File: src/rtl/ppc_pkg.sv
package ppc_pkg;
  localparam int LANE_CNT   = 8;
  localparam int ELEM_W     = LANE_CNT;
  localparam int LANE_IDX_W = $clog2(LANE_CNT);
  localparam int WORD_W     = LANE_CNT * ELEM_W;
  localparam int POP_W      = LANE_IDX_W + 1;

  typedef logic [LANE_CNT-1:0][ELEM_W-1:0] grid_t;
  typedef logic [LANE_CNT-1:0][POP_W-1:0]  pop_vec_t;

  typedef enum logic [1:0] {
    ST_IDLE  = 2'd0,
    ST_RUN   = 2'd1,
    ST_DRAIN = 2'd2
  } ctrl_state_e;

  typedef struct packed {
    logic             clearAcc;
    logic             loadGrid;
    logic             lastBlock;
    logic [POP_W-1:0] laneCount;
  } dp_strobe_t;

  function automatic logic [POP_W-1:0] popCount(input logic [ELEM_W-1:0] value);
    logic [POP_W-1:0] total;
    total = '0;
    for (int i = 0; i < ELEM_W; i++) begin
      total = total + POP_W'(value[i]);
    end
    return total;
  endfunction
endpackage

File: src/rtl/ppc_ctrl.sv
module ppc_ctrl
  import ppc_pkg::*;
#(
  parameter int CNT_W = 32
) (
  input  logic             clk,
  input  logic             rstN,
  input  logic             start,
  input  logic [CNT_W-1:0] totalCount,
  input  logic             inValid,
  output logic             inReady,
  input  logic             lastAccum,
  output dp_strobe_t       strobes,
  output logic             done,
  output logic             busy
);
  localparam logic [CNT_W-1:0] BLOCK_SIZE = CNT_W'(LANE_CNT);

  ctrl_state_e      state;
  logic [CNT_W-1:0] remaining;
  logic             accept;
  logic             isLast;

  assign inReady = (state == ST_RUN);
  assign busy    = (state != ST_IDLE);
  assign accept  = inValid && inReady;
  assign isLast  = (remaining <= BLOCK_SIZE);

  always_comb begin
    strobes.clearAcc  = (state == ST_IDLE) && start;
    strobes.loadGrid  = accept;
    strobes.lastBlock = isLast;
    strobes.laneCount = isLast ? remaining[POP_W-1:0] : POP_W'(LANE_CNT);
  end

  always_ff @(posedge clk) begin
    if (!rstN) begin
      state     <= ST_IDLE;
      remaining <= '0;
      done      <= 1'b0;
    end else begin
      done <= 1'b0;
      unique case (state)
        ST_IDLE: begin
          if (start) begin
            if (totalCount == '0) begin
              done <= 1'b1;
            end else begin
              remaining <= totalCount;
              state     <= ST_RUN;
            end
          end
        end
        ST_RUN: begin
          if (accept) begin
            if (isLast) begin
              state <= ST_DRAIN;
            end else begin
              remaining <= remaining - BLOCK_SIZE;
            end
          end
        end
        ST_DRAIN: begin
          if (lastAccum) begin
            state <= ST_IDLE;
            done  <= 1'b1;
          end
        end
        default: state <= ST_IDLE;
      endcase
    end
  end
endmodule

File: src/rtl/ppc_transpose.sv
module ppc_transpose
  import ppc_pkg::*;
(
  input  grid_t gridIn,
  output grid_t gridOut
);
  for (genvar bitPos = 0; bitPos < ELEM_W; bitPos++) begin : g_row
    for (genvar lane = 0; lane < LANE_CNT; lane++) begin : g_col
      assign gridOut[bitPos][lane] = gridIn[lane][bitPos];
    end
  end
endmodule

File: src/rtl/ppc_datapath.sv
module ppc_datapath
  import ppc_pkg::*;
#(
  parameter int ACC_W = 32
) (
  input  logic                             clk,
  input  logic                             rstN,
  input  dp_strobe_t                       strobes,
  input  logic [WORD_W-1:0]                inData,
  output logic                             lastAccum,
  output logic [LANE_CNT-1:0][ACC_W-1:0]   bitCounts
);
  grid_t    maskedGrid;
  grid_t    gridQ;
  grid_t    flipped;
  logic     gridValid;
  logic     gridLast;
  pop_vec_t popD;
  pop_vec_t popQ;
  logic     popValid;
  logic     popLast;

  for (genvar lane = 0; lane < LANE_CNT; lane++) begin : g_mask
    assign maskedGrid[lane] = (POP_W'(lane) < strobes.laneCount)
                              ? inData[lane*ELEM_W +: ELEM_W] : '0;
  end

  always_ff @(posedge clk) begin
    if (!rstN) begin
      gridQ     <= '0;
      gridValid <= 1'b0;
      gridLast  <= 1'b0;
    end else begin
      gridValid <= strobes.loadGrid;
      if (strobes.loadGrid) begin
        gridQ    <= maskedGrid;
        gridLast <= strobes.lastBlock;
      end
    end
  end

  ppc_transpose u_flip (
    .gridIn  (gridQ),
    .gridOut (flipped)
  );

  for (genvar bitPos = 0; bitPos < LANE_CNT; bitPos++) begin : g_pop
    assign popD[bitPos] = popCount(flipped[bitPos]);
  end

  always_ff @(posedge clk) begin
    if (!rstN) begin
      popQ     <= '0;
      popValid <= 1'b0;
      popLast  <= 1'b0;
    end else begin
      popValid <= gridValid;
      popLast  <= gridValid && gridLast;
      if (gridValid) begin
        popQ <= popD;
      end
    end
  end

  assign lastAccum = popValid && popLast;

  for (genvar bitPos = 0; bitPos < LANE_CNT; bitPos++) begin : g_acc
    always_ff @(posedge clk) begin
      if (!rstN) begin
        bitCounts[bitPos] <= '0;
      end else if (strobes.clearAcc) begin
        bitCounts[bitPos] <= '0;
      end else if (popValid) begin
        bitCounts[bitPos] <= bitCounts[bitPos] + ACC_W'(popQ[bitPos]);
      end
    end
  end
endmodule

File: src/rtl/pos_popcount_engine.sv
module pos_popcount_engine
  import ppc_pkg::*;
#(
  parameter int ACC_W = 32,
  parameter int CNT_W = 32
) (
  input  logic                           clk,
  input  logic                           rstN,
  input  logic                           start,
  input  logic [CNT_W-1:0]               totalCount,
  input  logic [WORD_W-1:0]              inData,
  input  logic                           inValid,
  output logic                           inReady,
  output logic                           done,
  output logic [LANE_CNT-1:0][ACC_W-1:0] bitCounts
);
  dp_strobe_t strobes;
  logic       lastAccum;
  logic       engineBusy;

  ppc_ctrl #(.CNT_W(CNT_W)) u_ctrl (
    .clk        (clk),
    .rstN       (rstN),
    .start      (start),
    .totalCount (totalCount),
    .inValid    (inValid),
    .inReady    (inReady),
    .lastAccum  (lastAccum),
    .strobes    (strobes),
    .done       (done),
    .busy       (engineBusy)
  );

  ppc_datapath #(.ACC_W(ACC_W)) u_dp (
    .clk       (clk),
    .rstN      (rstN),
    .strobes   (strobes),
    .inData    (inData),
    .lastAccum (lastAccum),
    .bitCounts (bitCounts)
  );
endmodule

File: config.mk
export PLATFORM = sky130hd
export DESIGN_NAME = pos_popcount_engine
export DESIGN_NICKNAME = d
export VERILOG_FILES = /design/src/rtl/ppc_pkg.sv /design/src/rtl/ppc_ctrl.sv /design/src/rtl/ppc_transpose.sv /design/src/rtl/ppc_datapath.sv /design/src/rtl/pos_popcount_engine.sv
export SDC_FILE = /design/constraint.sdc
export NUM_CORES = 1
export LEC_CHECK = 0
export CORE_MARGIN = 1.5
export CORE_UTILIZATION = 50
export CTS_CLUSTER_SIZE = 28
export DETAILED_ROUTE_END_ITERATION = 8
export DONT_BUFFER_PORTS = 1
export GPL_ROUTABILITY_DRIVEN = 0
export GPL_TIMING_DRIVEN = 1
export PLACE_DENSITY = 0.63
export SLEW_MARGIN = 20
export SYNTH_ARGS = -nofsm -noshare
export SYNTH_HDL_FRONTEND = slang
export SYNTH_SLANG_ARGS = --single-unit
File: constraint.sdc
create_clock -name clk -period 8.4 [get_ports clk]
set_input_delay 1.26 -clock clk [delete_from_list [all_inputs] [get_ports clk]]
set_output_delay 1.26 -clock clk [all_outputs]
set_load 0.05 [all_outputs]
==> metrics.md, run 1 <==
| Metric | Value |
|---|---|
| Ranking of synthesized cells by area | `dfxtp_1 (42%), xor2_1 (6.7%), nor2_1 (6.3%)` |
| Switching Share | `0.2400` |
| Synth Register Bits | `391` |
| Fmax | `0.2941 GHz` |
| Leading area contributor after synthesis | `dfxtp_1` |
| Post-Syn Nets | `about 2300` |
| H-tree Lvls | `2` |
| Pre-CTS setup slack | `approximately 4.9 ns` |
| Sequential power share | `0.471` |
| Gr usage total | `0.2351` |
| Synth warn | `0` |
| Via Count | `about 15000` |
| Synth Cell Area | `between 15000 and 20000 µm²` |
| Slew Limit Fails | `0` |
| Port Buffers | `0` |
| Post-synth ARST share | `0` |
| Clock Sinks | `about 390` |
| Final Skew | `0.02147 ns` |
| Setup TNS | `0 ns` |
| Slew @ Worst Pin | `1.062 ns` |
| Share of layout cells above drive strength 1 | `0.05035` |
| Hold Path End | `u_dp.gridLast` |
| Initial Utilization | `0.5104` |
| First-pass GRT wire length | `~74000 µm` |
| P_leak | `~0.0076 µW` |
| Final Hold Vio Count | `0` |
| Drt wl/cell | `approximately 18 µm` |
| Number of vias per cell | `about 5.6` |
| Outcome | `finished, final reports clean` |
| Min Hold Slack | `~0.46 ns` |
| Hold/Removal Path Class | `flop to flop` |
| Final Worst Setup Slack | `between 5 and 6 ns` |
| Cells after synthesis | `about 2100` |
| Io pins | `358` |
| Area growth, synth to finish | `9.905%` |
| Ant diodes | `0` |
| Gate power share | `0.073` |
| Largest net degree at the start of global routing | `~100` |
| Register area | `7833 µm²` |
| Max-cap violations | `0` |
| EDFF count, synth | `0` |
| Synthesized area per cell | `between 8 and 9 µm²` |
| Worst skew pair latency | `roughly 0.57 ns` |
| Fillers | `3307` |
| Core ar. | `between 30000 and 40000 µm²` |
| DR pass1 iterations | `7` |
| Slew headroom | `0.2918` |
| Ys flop type | `dfxtp_1` |
| CTS tree | `done` |
| Max FO, Critical Path | `8` |
| Synth top area share | `0.4159` |
| Cell internal pwr | `a little over 3000 µW` |
| Maximum VDD drop | `between 0.00015 and 0.0002 V` |
| Commonest non-fill, non-tap cells in the layout | `dfxtp_1 (389), nor2_1 (313), nand2_1 (157)` |
| Net switching power | `just under 1000 µW` |
| Hold path cells | `2` |
| Die Ht | `~200 µm` |
| Worst Hold Launch | `u_dp.gridLast` |
| Final Net Count | `approximately 2300` |
| Clk slew on worst S/H paths | `roughly 0.060 ns` |
| Post-synth cell types | `between 70 and 80` |
| Multi-input gate area | `just over 10000 µm²` |
| Die W | `just under 200 µm` |
| Pwr dens | `between 150 and 200 nW/µm²` |
| Reg2Reg Depth | `9` |
| RSZ-0062 raised after global routing | `no` |
| Post-cts resize count | `0` |
| WS Path Type | `flop to flop` |
| WP data required | `about 8.8 ns` |
| R2R Path Start | `u_dp.bitCounts[128]` |
| Row cnt | `70` |
| Die area | `roughly 39000 µm²` |
| HPWL Detailed | `between 30000 and 40000 µm` |
| Inserted Clock Buffers | `43` |
| Vias in the first global route | `13910` |
| Reg2reg end | `u_dp.bitCounts[154]` |
| Post-CTS Setup Bufs | `0` |
| Root buffer cell | `clkbuf_16` |
| Grt ovf | `0` |
| Clock Tree Buf Depth | `3` |
| Routed Antenna Nets | `0` |
| Final setup vio count | `0` |
| Initial antenna violation count | `0` |
| Min Tclk post-route | `approximately 3.4 ns` |
| Clock share of power | `0.456` |
| Drt drc | `0` |
| Critical Path Source Type | `flop` |
| Flop2flop setup slack | `~5 ns` |
| Final Cycle Share | `0.4047` |
| WL final | `around 46000 µm` |
| Seq/Total Area, Yosys | `0.4159` |
| CP arrival | `3.82 ns` |
| Iter 0 DRT Violations | `781` |
| Hold Buf Count CTS | `0` |
| CP Capture Type | `flop` |
| Commonest non-fill, non-tap cell in the layout | `dfxtp_1` |
## per-layer routing
layer / up-vias / track usage / part of all wire / routed length [µm]
met5: - / 0 / 0 / 0
met4: 0 / 0.07775 / 0.030 / 1388
met3: 78 / 0.09049 / 0.098 / 4540
met2: 434 / 0.3476 / 0.42 / 19470
met1: 6941 / 0.3140 / 0.45 / 21020
li1: 7341 / - / - / -
## stage by stage
step           power [µW]  utilization  instances  cell area (µm²)
2_1_floorplan        2195            -       2143            18820
3_3_place_gp         2263       0.5218       2573            19240
3_5_place_dp         2268       0.5218       2573            19240
4_1_cts              4152       0.5599       2648            20650
5_1_grt              4276       0.5610       2649            20680
6_report             4101       0.5610       2649            20680
## flip-flops by register name, summed over array words and instances, names as in the netlist
name              flops
u_dp.popLast          1
u_ctrl.done           1
u_dp.popQ            32
u_dp.gridValid        1
u_ctrl.state          2
u_dp.gridLast         1
u_dp.bitCounts      256
u_dp.gridQ           64
u_dp.popValid         1
u_ctrl.remaining     32
## power groups by stage
stage	sequential [µW]	combinational, µW	clock, µW
after floorplan	1960	240	0
after global placement	1970	292	0
after detailed placement	1970	296	0
after CTS	1930	297	1920
after global routing	1940	336	2000
final	1930	299	1870
## final cells by class
type | instances | area share
multi-input cells | 1542 | 0.4944
flip-flops and latches | 391 | 0.3787
clock buffers | 67 | 0.06472
well taps | 504 | 0.03049
inverters | 121 | 0.02196
repair buffers | 16 | 0.006412
clock inverters | 8 | 0.003327
## worst max-delay path: stages (launching register included)
cell	delay, ns
dfxtp_1	0.71
ha_1	0.31
inv_1	0.07
fa_1	0.41
nor2b_1	0.22
o21ai_0	0.14
a2111oi_2	0.95
nand4_1	0.20
xor2_1	0.18
nor2_1	0.05
## synthesized netlist by cell type (4+ instances only)
library cell / instances
a211oi_1: 20
a21o_1: 18
a21oi_1: 92
a22o_1: 58
a22oi_1: 9
and2_1: 13
and3_1: 44
and4_1: 26
buf_1: 7
buf_2: 5
clkbuf_1: 75
dfxtp_1: 391
fa_1: 40
ha_1: 57
inv_1: 119
mux2i_1: 34
nand2_1: 157
nand2b_1: 13
nand3_1: 100
nand3b_1: 4
nand4_1: 52
nand4b_1: 5
nor2_1: 314
nor2b_1: 21
nor3_1: 40
nor3b_1: 8
nor4_1: 25
o211ai_1: 9
o21a_1: 7
o21ai_0: 64
o31ai_1: 8
or2_2: 4
or3_1: 24
or4_1: 7
xnor2_1: 77
xor2_1: 143
## cells by family after synthesis
logic type | after synthesis | synth area share
buffers and inverters | 210 | 0.04281
AOI/OAI and AO/OA | 319 | 0.1128
muxes | 35 | 0.01868
and+or+nand+nor | 871 | 0.2270
adders and majority gates | 97 | 0.08044
xor gates and xnor gates | 220 | 0.1024
DFF | 391 | 0.4159
## worst max path at each step
stage,startpoint,end,depth (start not counted)
2_1_floorplan,totalCount[11],u_ctrl.remaining[25],7
6_report,u_dp.bitCounts[128],u_dp.bitCounts[154],9
3_5_place_dp,totalCount[3],u_ctrl.remaining[13],7
4_1_cts,u_dp.bitCounts[128],u_dp.bitCounts[156],9
5_1_grt,u_dp.bitCounts[128],u_dp.bitCounts[154],9
3_3_place_gp,totalCount[3],u_ctrl.remaining[13],7
Note: power is estimated with default switching activity, not from simulation.
==> run 2: changes to the inputs <==
PLACE_DENSITY = 0.66   (was 0.63)
clock period = 3 ns   (was 8.4 ns; I/O delays follow)
==> run 2 against run 1 <==
  * Flip-flop and latch count did not move
  * Sequential share of layout area fell by 3.6 points
  * Power rose to 2.9 times the previous value
  * Register-to-register slack got worse by 4.9 ns
  * Fmax rose by 17%
  * Critical path type unchanged
  * Combinational power rose to 3.3 times the previous value
==> metrics.md, run 2 (same netlist as run 1, synthesis figures left out) <==
| Metric | Value |
|---|---|
| Inserted Clock Buffers | `44` |
| Pwr dens | `522.7 nW/µm²` |
| Post-CTS Setup Bufs | `0` |
| First-pass GRT wire length | `80450 µm` |
| Iter 0 DRT Violations | `between 800 and 900` |
| CP arrival | `3.39 ns` |
| Vias in the first global route | `15340` |
| Initial antenna violation count | `1` |
| Maximum VDD drop | `roughly 0.00050 V` |
| Min Tclk post-route | `a little under 3 ns` |
| Max reg flops | `256` |
| Slew @ Worst Pin | `between 1 and 1.5 ns` |
| Hold Path End | `u_dp.gridQ[1]` |
| Final Hold Vio Count | `0` |
| Fillers | `about 3200` |
| Commonest non-fill, non-tap cells in the layout | `dfxtp_1 (389), nor2_1 (313), buf_4 (205)` |
| Commonest non-fill, non-tap cell in the layout | `dfxtp_1` |
| Critical path's top delay family | `adder cells` |
| Largest net degree at the start of global routing | `62` |
| Clock Sinks | `between 300 and 400` |
| Final Cycle Share | `0.9720` |
| Setup TNS | `0 ns` |
| Reg with most FFs | `u_dp.bitCounts` |
| WL final | `50090 µm` |
| Cell internal pwr | `between 9000 and 10000 µW` |
| Worst skew pair latency | `about 0.57 ns` |
| CTS tree | `done` |
| WP data required | `~3.5 ns` |
| Reg2reg end | `u_dp.popQ[5]` |
| Clk slew on worst S/H paths | `roughly 0.060 ns` |
| Row cnt | `70` |
| Root buffer cell | `clkbuf_16` |
| Port Buffers | `0` |
| Min Hold Slack | `0.02528 ns` |
| Reg2Reg Depth | `9` |
| Via Count | `~16000` |
| Outcome | `finished, final reports clean` |
| Share of layout cells above drive strength 1 | `0.1279` |
| Final Skew | `between 0.01 and 0.015 ns` |
| DR pass1 iterations | `5` |
| Slew headroom | `0.2466` |
| Gate power share | `0.082` |
| Grt ovf | `0` |
| CP dominant cell by count | `fa_1` |
| Initial Utilization | `0.5104` |
| CP Cell Sequence | `ha_1, inv_1, fa_1, fa_1, inv_1, fa_1, inv_1, fa_1, a211oi_1` |
| Clock share of power | `0.466` |
| Post-cts resize count | `0` |
| Worst path slowest cell | `fa_1` |
| Hold Buf Count CTS | `between 50 and 60` |
| Routed Antenna Nets | `0` |
| Flop2flop setup slack | `roughly 0.084 ns` |
| Number of vias per cell | `5.464` |
| H-tree Lvls | `2` |
| Hold path cells | `1` |
| Register area | `7833 µm²` |
| Max FO, Critical Path | `2` |
| Max-cap violations | `0` |
| Worst Hold Launch | `inData[1]` |
| Crit-path max cell delay | `0.49 ns` |
| Biggest regs | `u_dp.bitCounts: 256 flops, u_dp.gridQ: 64 flops` |
| Io pins | `around 360` |
| Gr usage total | `0.2543` |
| Slew Limit Fails | `0` |
| Hold/Removal Path Class | `primary input to flop` |
| Critical Path Source Type | `flop` |
| HPWL Detailed | `roughly 36000 µm` |
| RSZ-0062 raised after global routing | `no` |
| Switching Share | `0.2415` |
| Clock Tree Buf Depth | `3` |
| Die area | `38810 µm²` |
| WS Path Type | `flop to flop` |
| Drt drc | `0` |
| P_leak | `between 0.008 and 0.009 µW` |
| Core ar. | `36870 µm²` |
| Die W | `between 150 and 200 µm` |
| Tot Pwr | `about 12000 µW` |
| Die Ht | `slightly below 200 µm` |
| Final Net Count | `~2600` |
| Sequential power share | `0.453` |
| Net switching power | `~2900 µW` |
| Multi-input gate area | `10210 µm²` |
| R2R Path Start | `u_dp.gridQ[1]` |
| Fmax | `around 0.34 GHz` |
| CP Capture Type | `flop` |
| Drt wl/cell | `approximately 17 µm` |
| CP bufs+invs | `3` |
| Final setup vio count | `0` |
| Area growth, synth to finish | `21.32%` |
## run 2: cell type report
cell class | count | area share
antenna | 1 | 0.0001096
timing repair buffer | 267 | 0.09721
clock buffer | 58 | 0.05321
tap | 504 | 0.02762
clock inverter | 22 | 0.01184
inverter | 121 | 0.01989
multi-input combinational | 1542 | 0.4471
sequential | 391 | 0.3430
## run 2: worst max path at each step
stage | startpoint | slack (ns) | end | cells after the start
final | u_dp.gridQ[1] | 0.08 | u_dp.popQ[5] | 9
after global routing | u_dp.gridQ[1] | 0.02 | u_dp.popQ[5] | 9
after CTS | u_dp.gridQ[2] | 0.13 | u_dp.popQ[10] | 9
after detailed placement | u_dp.gridQ[2] | 0.14 | u_dp.popQ[10] | 9
after global placement | u_dp.gridQ[3] | 0.21 | u_dp.popQ[14] | 9
after floorplan | u_dp.bitCounts[160] | 0.20 | u_dp.bitCounts[190] | 9
## run 2: routing by layer
metal,track usage,vias up,routed length [µm]
met4,0.1004,0,1667
met1,0.3260,7472,21950
met3,0.06710,86,3940
met2,0.4086,477,22540
met5,0,-,0
li1,-,7844,-
## run 2: metrics by stage
stage               setup WS [ns]    util  std cells  area (µm²)
finish                    0.08387  0.6192       2906       22830
global route              0.02183  0.6192       2906       22830
CTS                        0.1284  0.6186       2904       22810
detailed placement         0.1436  0.5631       2768       20760
global placement           0.2056  0.5631       2768       20760
floorplan                  0.1970       -       2143       18820
## run 2: power groups by stage
stage	combinational (µW)	clock [µW]	sequential, µW
floorplan	671	0	5480
global placement	871	0	5500
detailed placement	895	0	5510
CTS	959	5660	5400
global route	1080	5890	5410
finish	975	5560	5400
## run 2: worst reg2reg max path: cells and delay by family, from the launching register on
family | cells | cell delay, ns
buffers and inverters | 3 | 0.21
AOI/OAI and AO/OA | 1 | 0.24
adders and majority gates | 5 | 2.03
DFF | 1 | 0.33
==> run 3: changes to the inputs <==
CELL_PAD_IN_SITES_DETAIL_PLACEMENT = 0   (was unset)
CELL_PAD_IN_SITES_GLOBAL_PLACEMENT = 1   (was unset)
CORE_UTILIZATION = 43   (was 50)
PLACE_DENSITY = 0.74   (was 0.66)
==> run 3 against run 2 <==
  * Die area rose by 16%
  * Clock skew rose by 0.0088 ns
  * Highest routed layer unchanged
  * Sequential share of layout area fell by 0.44 points
  * Core utilization fell by 8.4 points
  * Design area rose by 1.3%
  * Final cell count rose by 3.3%
  * Register-to-register slack improved by 0.03 ns
  * Flip-flop and latch count did not move
  * Non-clock buffer count rose by 16
  * Clock-buffer cell count rose by 8
  * Setup slack improved by 0.035 ns
  * Power rose by 1.4%
==> metrics.md, run 3 (same netlist as run 1, synthesis figures left out) <==
| Metric | Value |
|---|---|
| Outcome | `finished, final reports clean` |
| Pwr dens | `approximately 520 nW/µm²` |
| Die Ht | `~210 µm` |
| Final Net Count | `~2600` |
| Final Cycle Share | `0.9605` |
| Fillers | `slightly above 4000` |
| Setup TNS | `0 ns` |
| Register area | `around 8000 µm²` |
| Routed Antenna Nets | `0` |
| Max FO, Critical Path | `2` |
| CTS tree | `done` |
| Root buffer cell | `clkbuf_16` |
| Via Count | `between 15000 and 20000` |
| Grt ovf | `0` |
| Fmax | `around 0.35 GHz` |
| Reg2Reg Depth | `9` |
| Max reg flops | `around 260` |
| Core ar. | `43170 µm²` |
| Max-cap violations | `0` |
| Die area | `45030 µm²` |
| WP data required | `approximately 3.5 ns` |
| Final Hold Vio Count | `0` |
| Die W | `212.2 µm` |
| Largest net degree at the start of global routing | `between 90 and 100` |
| Clock Sinks | `391` |
| Clock Tree Buf Depth | `3` |
| Slew @ Worst Pin | `approximately 1.1 ns` |
| Multi-input gate area | `around 10000 µm²` |
| Inserted Clock Buffers | `45` |
| First-pass GRT wire length | `roughly 81000 µm` |
| H-tree Lvls | `2` |
| Ant diodes | `0` |
| Drt wl/cell | `roughly 17 µm` |
| Maximum VDD drop | `approximately 0.00049 V` |
| Share of layout cells above drive strength 1 | `0.1291` |
| Io pins | `between 300 and 400` |
| Initial Utilization | `0.4359` |
| Worst skew pair latency | `0.59 ns` |
| Final Skew | `roughly 0.024 ns` |
| Area growth, synth to finish | `22.89%` |
| Slew headroom | `0.2676` |
| Clk slew on worst S/H paths | `0.06 ns` |
| CP arrival | `~3.4 ns` |
| Final core utilization | `0.5357` |
| Drt drc | `0` |
| Number of vias per cell | `roughly 5.3` |
| RSZ-0062 raised after global routing | `no` |
| CP dominant cell by count | `fa_1` |
| Row cnt | `76` |
| Commonest non-fill, non-tap cell in the layout | `dfxtp_1` |
| Reg with most FFs | `u_dp.bitCounts` |
| Initial antenna violation count | `0` |
| CP Cell Sequence | `ha_1, inv_1, fa_1, fa_1, inv_1, fa_1, fa_1, xnor2_1, a211oi_1` |
| Slew Limit Fails | `0` |
| HPWL Detailed | `roughly 37000 µm` |
| P_leak | `between 0.008 and 0.009 µW` |
| Biggest regs | `u_dp.bitCounts: 256 flops, u_dp.gridQ: 64 flops` |
| Commonest non-fill, non-tap cells in the layout | `dfxtp_1 (389), nor2_1 (313), buf_4 (211)` |
| Min Tclk post-route | `roughly 2.9 ns` |
| DR pass1 iterations | `5` |
| Critical Path Source Type | `flop` |
| Crit-path max cell delay | `between 0.4 and 0.5 ns` |
| Hold/Removal Path Class | `primary input to flop` |
| Gr usage total | `0.2216` |
| WS Path Type | `flop to flop` |
| WL final | `just over 50000 µm` |
| Vias in the first global route | `around 15000` |
| Port Buffers | `0` |
| Hold path cells | `2` |
| CP Capture Type | `flop` |
| Final setup vio count | `0` |
| Worst path slowest cell | `fa_1` |
| Iter 0 DRT Violations | `981` |
==> run 3: where the power goes <==
group / total [µW] / switching (µW) / internal, µW
logic: 991 / 592 / 399
registers: 5400 / 108 / 5290
clock network: 5710 / 2240 / 3470
total: 12100 / 2940 / 9160
==> run 3: worst max-delay path: cells and delay by family, from the launching register on <==
family                     cells  cell delay (ns)
AOI/OAI and AO/OA              1             0.22
DFF                            1             0.31
buffers and inverters          2             0.12
adders and majority gates      5             2.00
xor gates and xnor gates       1             0.14
==> run 3: stage by stage <==
stage               total power [µW]  hold slack (ns)  worst slack (ns)  std cells  cell area, µm²
finish                         12100          0.03364            0.1186       3002           23130
global route                   12570          0.01783          0.001920       3002           23130
global placement                6393           0.4398            0.1973       2854           20890
detailed placement              6421           0.4445           0.09865       2855           20920
CTS                            12230         0.001502           0.09828       3002           23130
floorplan                       6146           0.4321            0.1970       2143           18820
==> run 3: final timing paths <==
check,from,end,slack [ns]
min,rstN,u_ctrl.remaining[19],0.03
max,u_dp.gridQ[3],u_dp.popQ[14],0.12
min reg2reg,u_dp.gridLast,u_dp.gridLast,0.46
max reg2reg,u_dp.gridQ[3],u_dp.popQ[14],0.12
==> run 3: timing repair <==
action | 4_1_cts | 5_1_grt
setup buffers | 0 | 0
hold buffers | 67 | 0
endpoints found under the hold margin | 71 | 0
gates resized for setup | 0 | 1
endpoints found under the setup margin | 0 | 1
==> run 3: cell type report <==
class,count,area share
clock buffer,66,0.05686
clock inverter,14,0.009575
inverter,121,0.01964
multi-input combinational,1542,0.4415
sequential,391,0.3387
tap,585,0.03165
timing repair buffer,283,0.1021
==> run 3: per-layer routing <==
layer,part of all wire,global-route usage,vias up
met5,0,0,-
met1,0.45,0.2896,7441
li1,-,-,7850
met3,0.079,0.06352,78
met2,0.44,0.3495,402
met4,0.027,0.07655,0
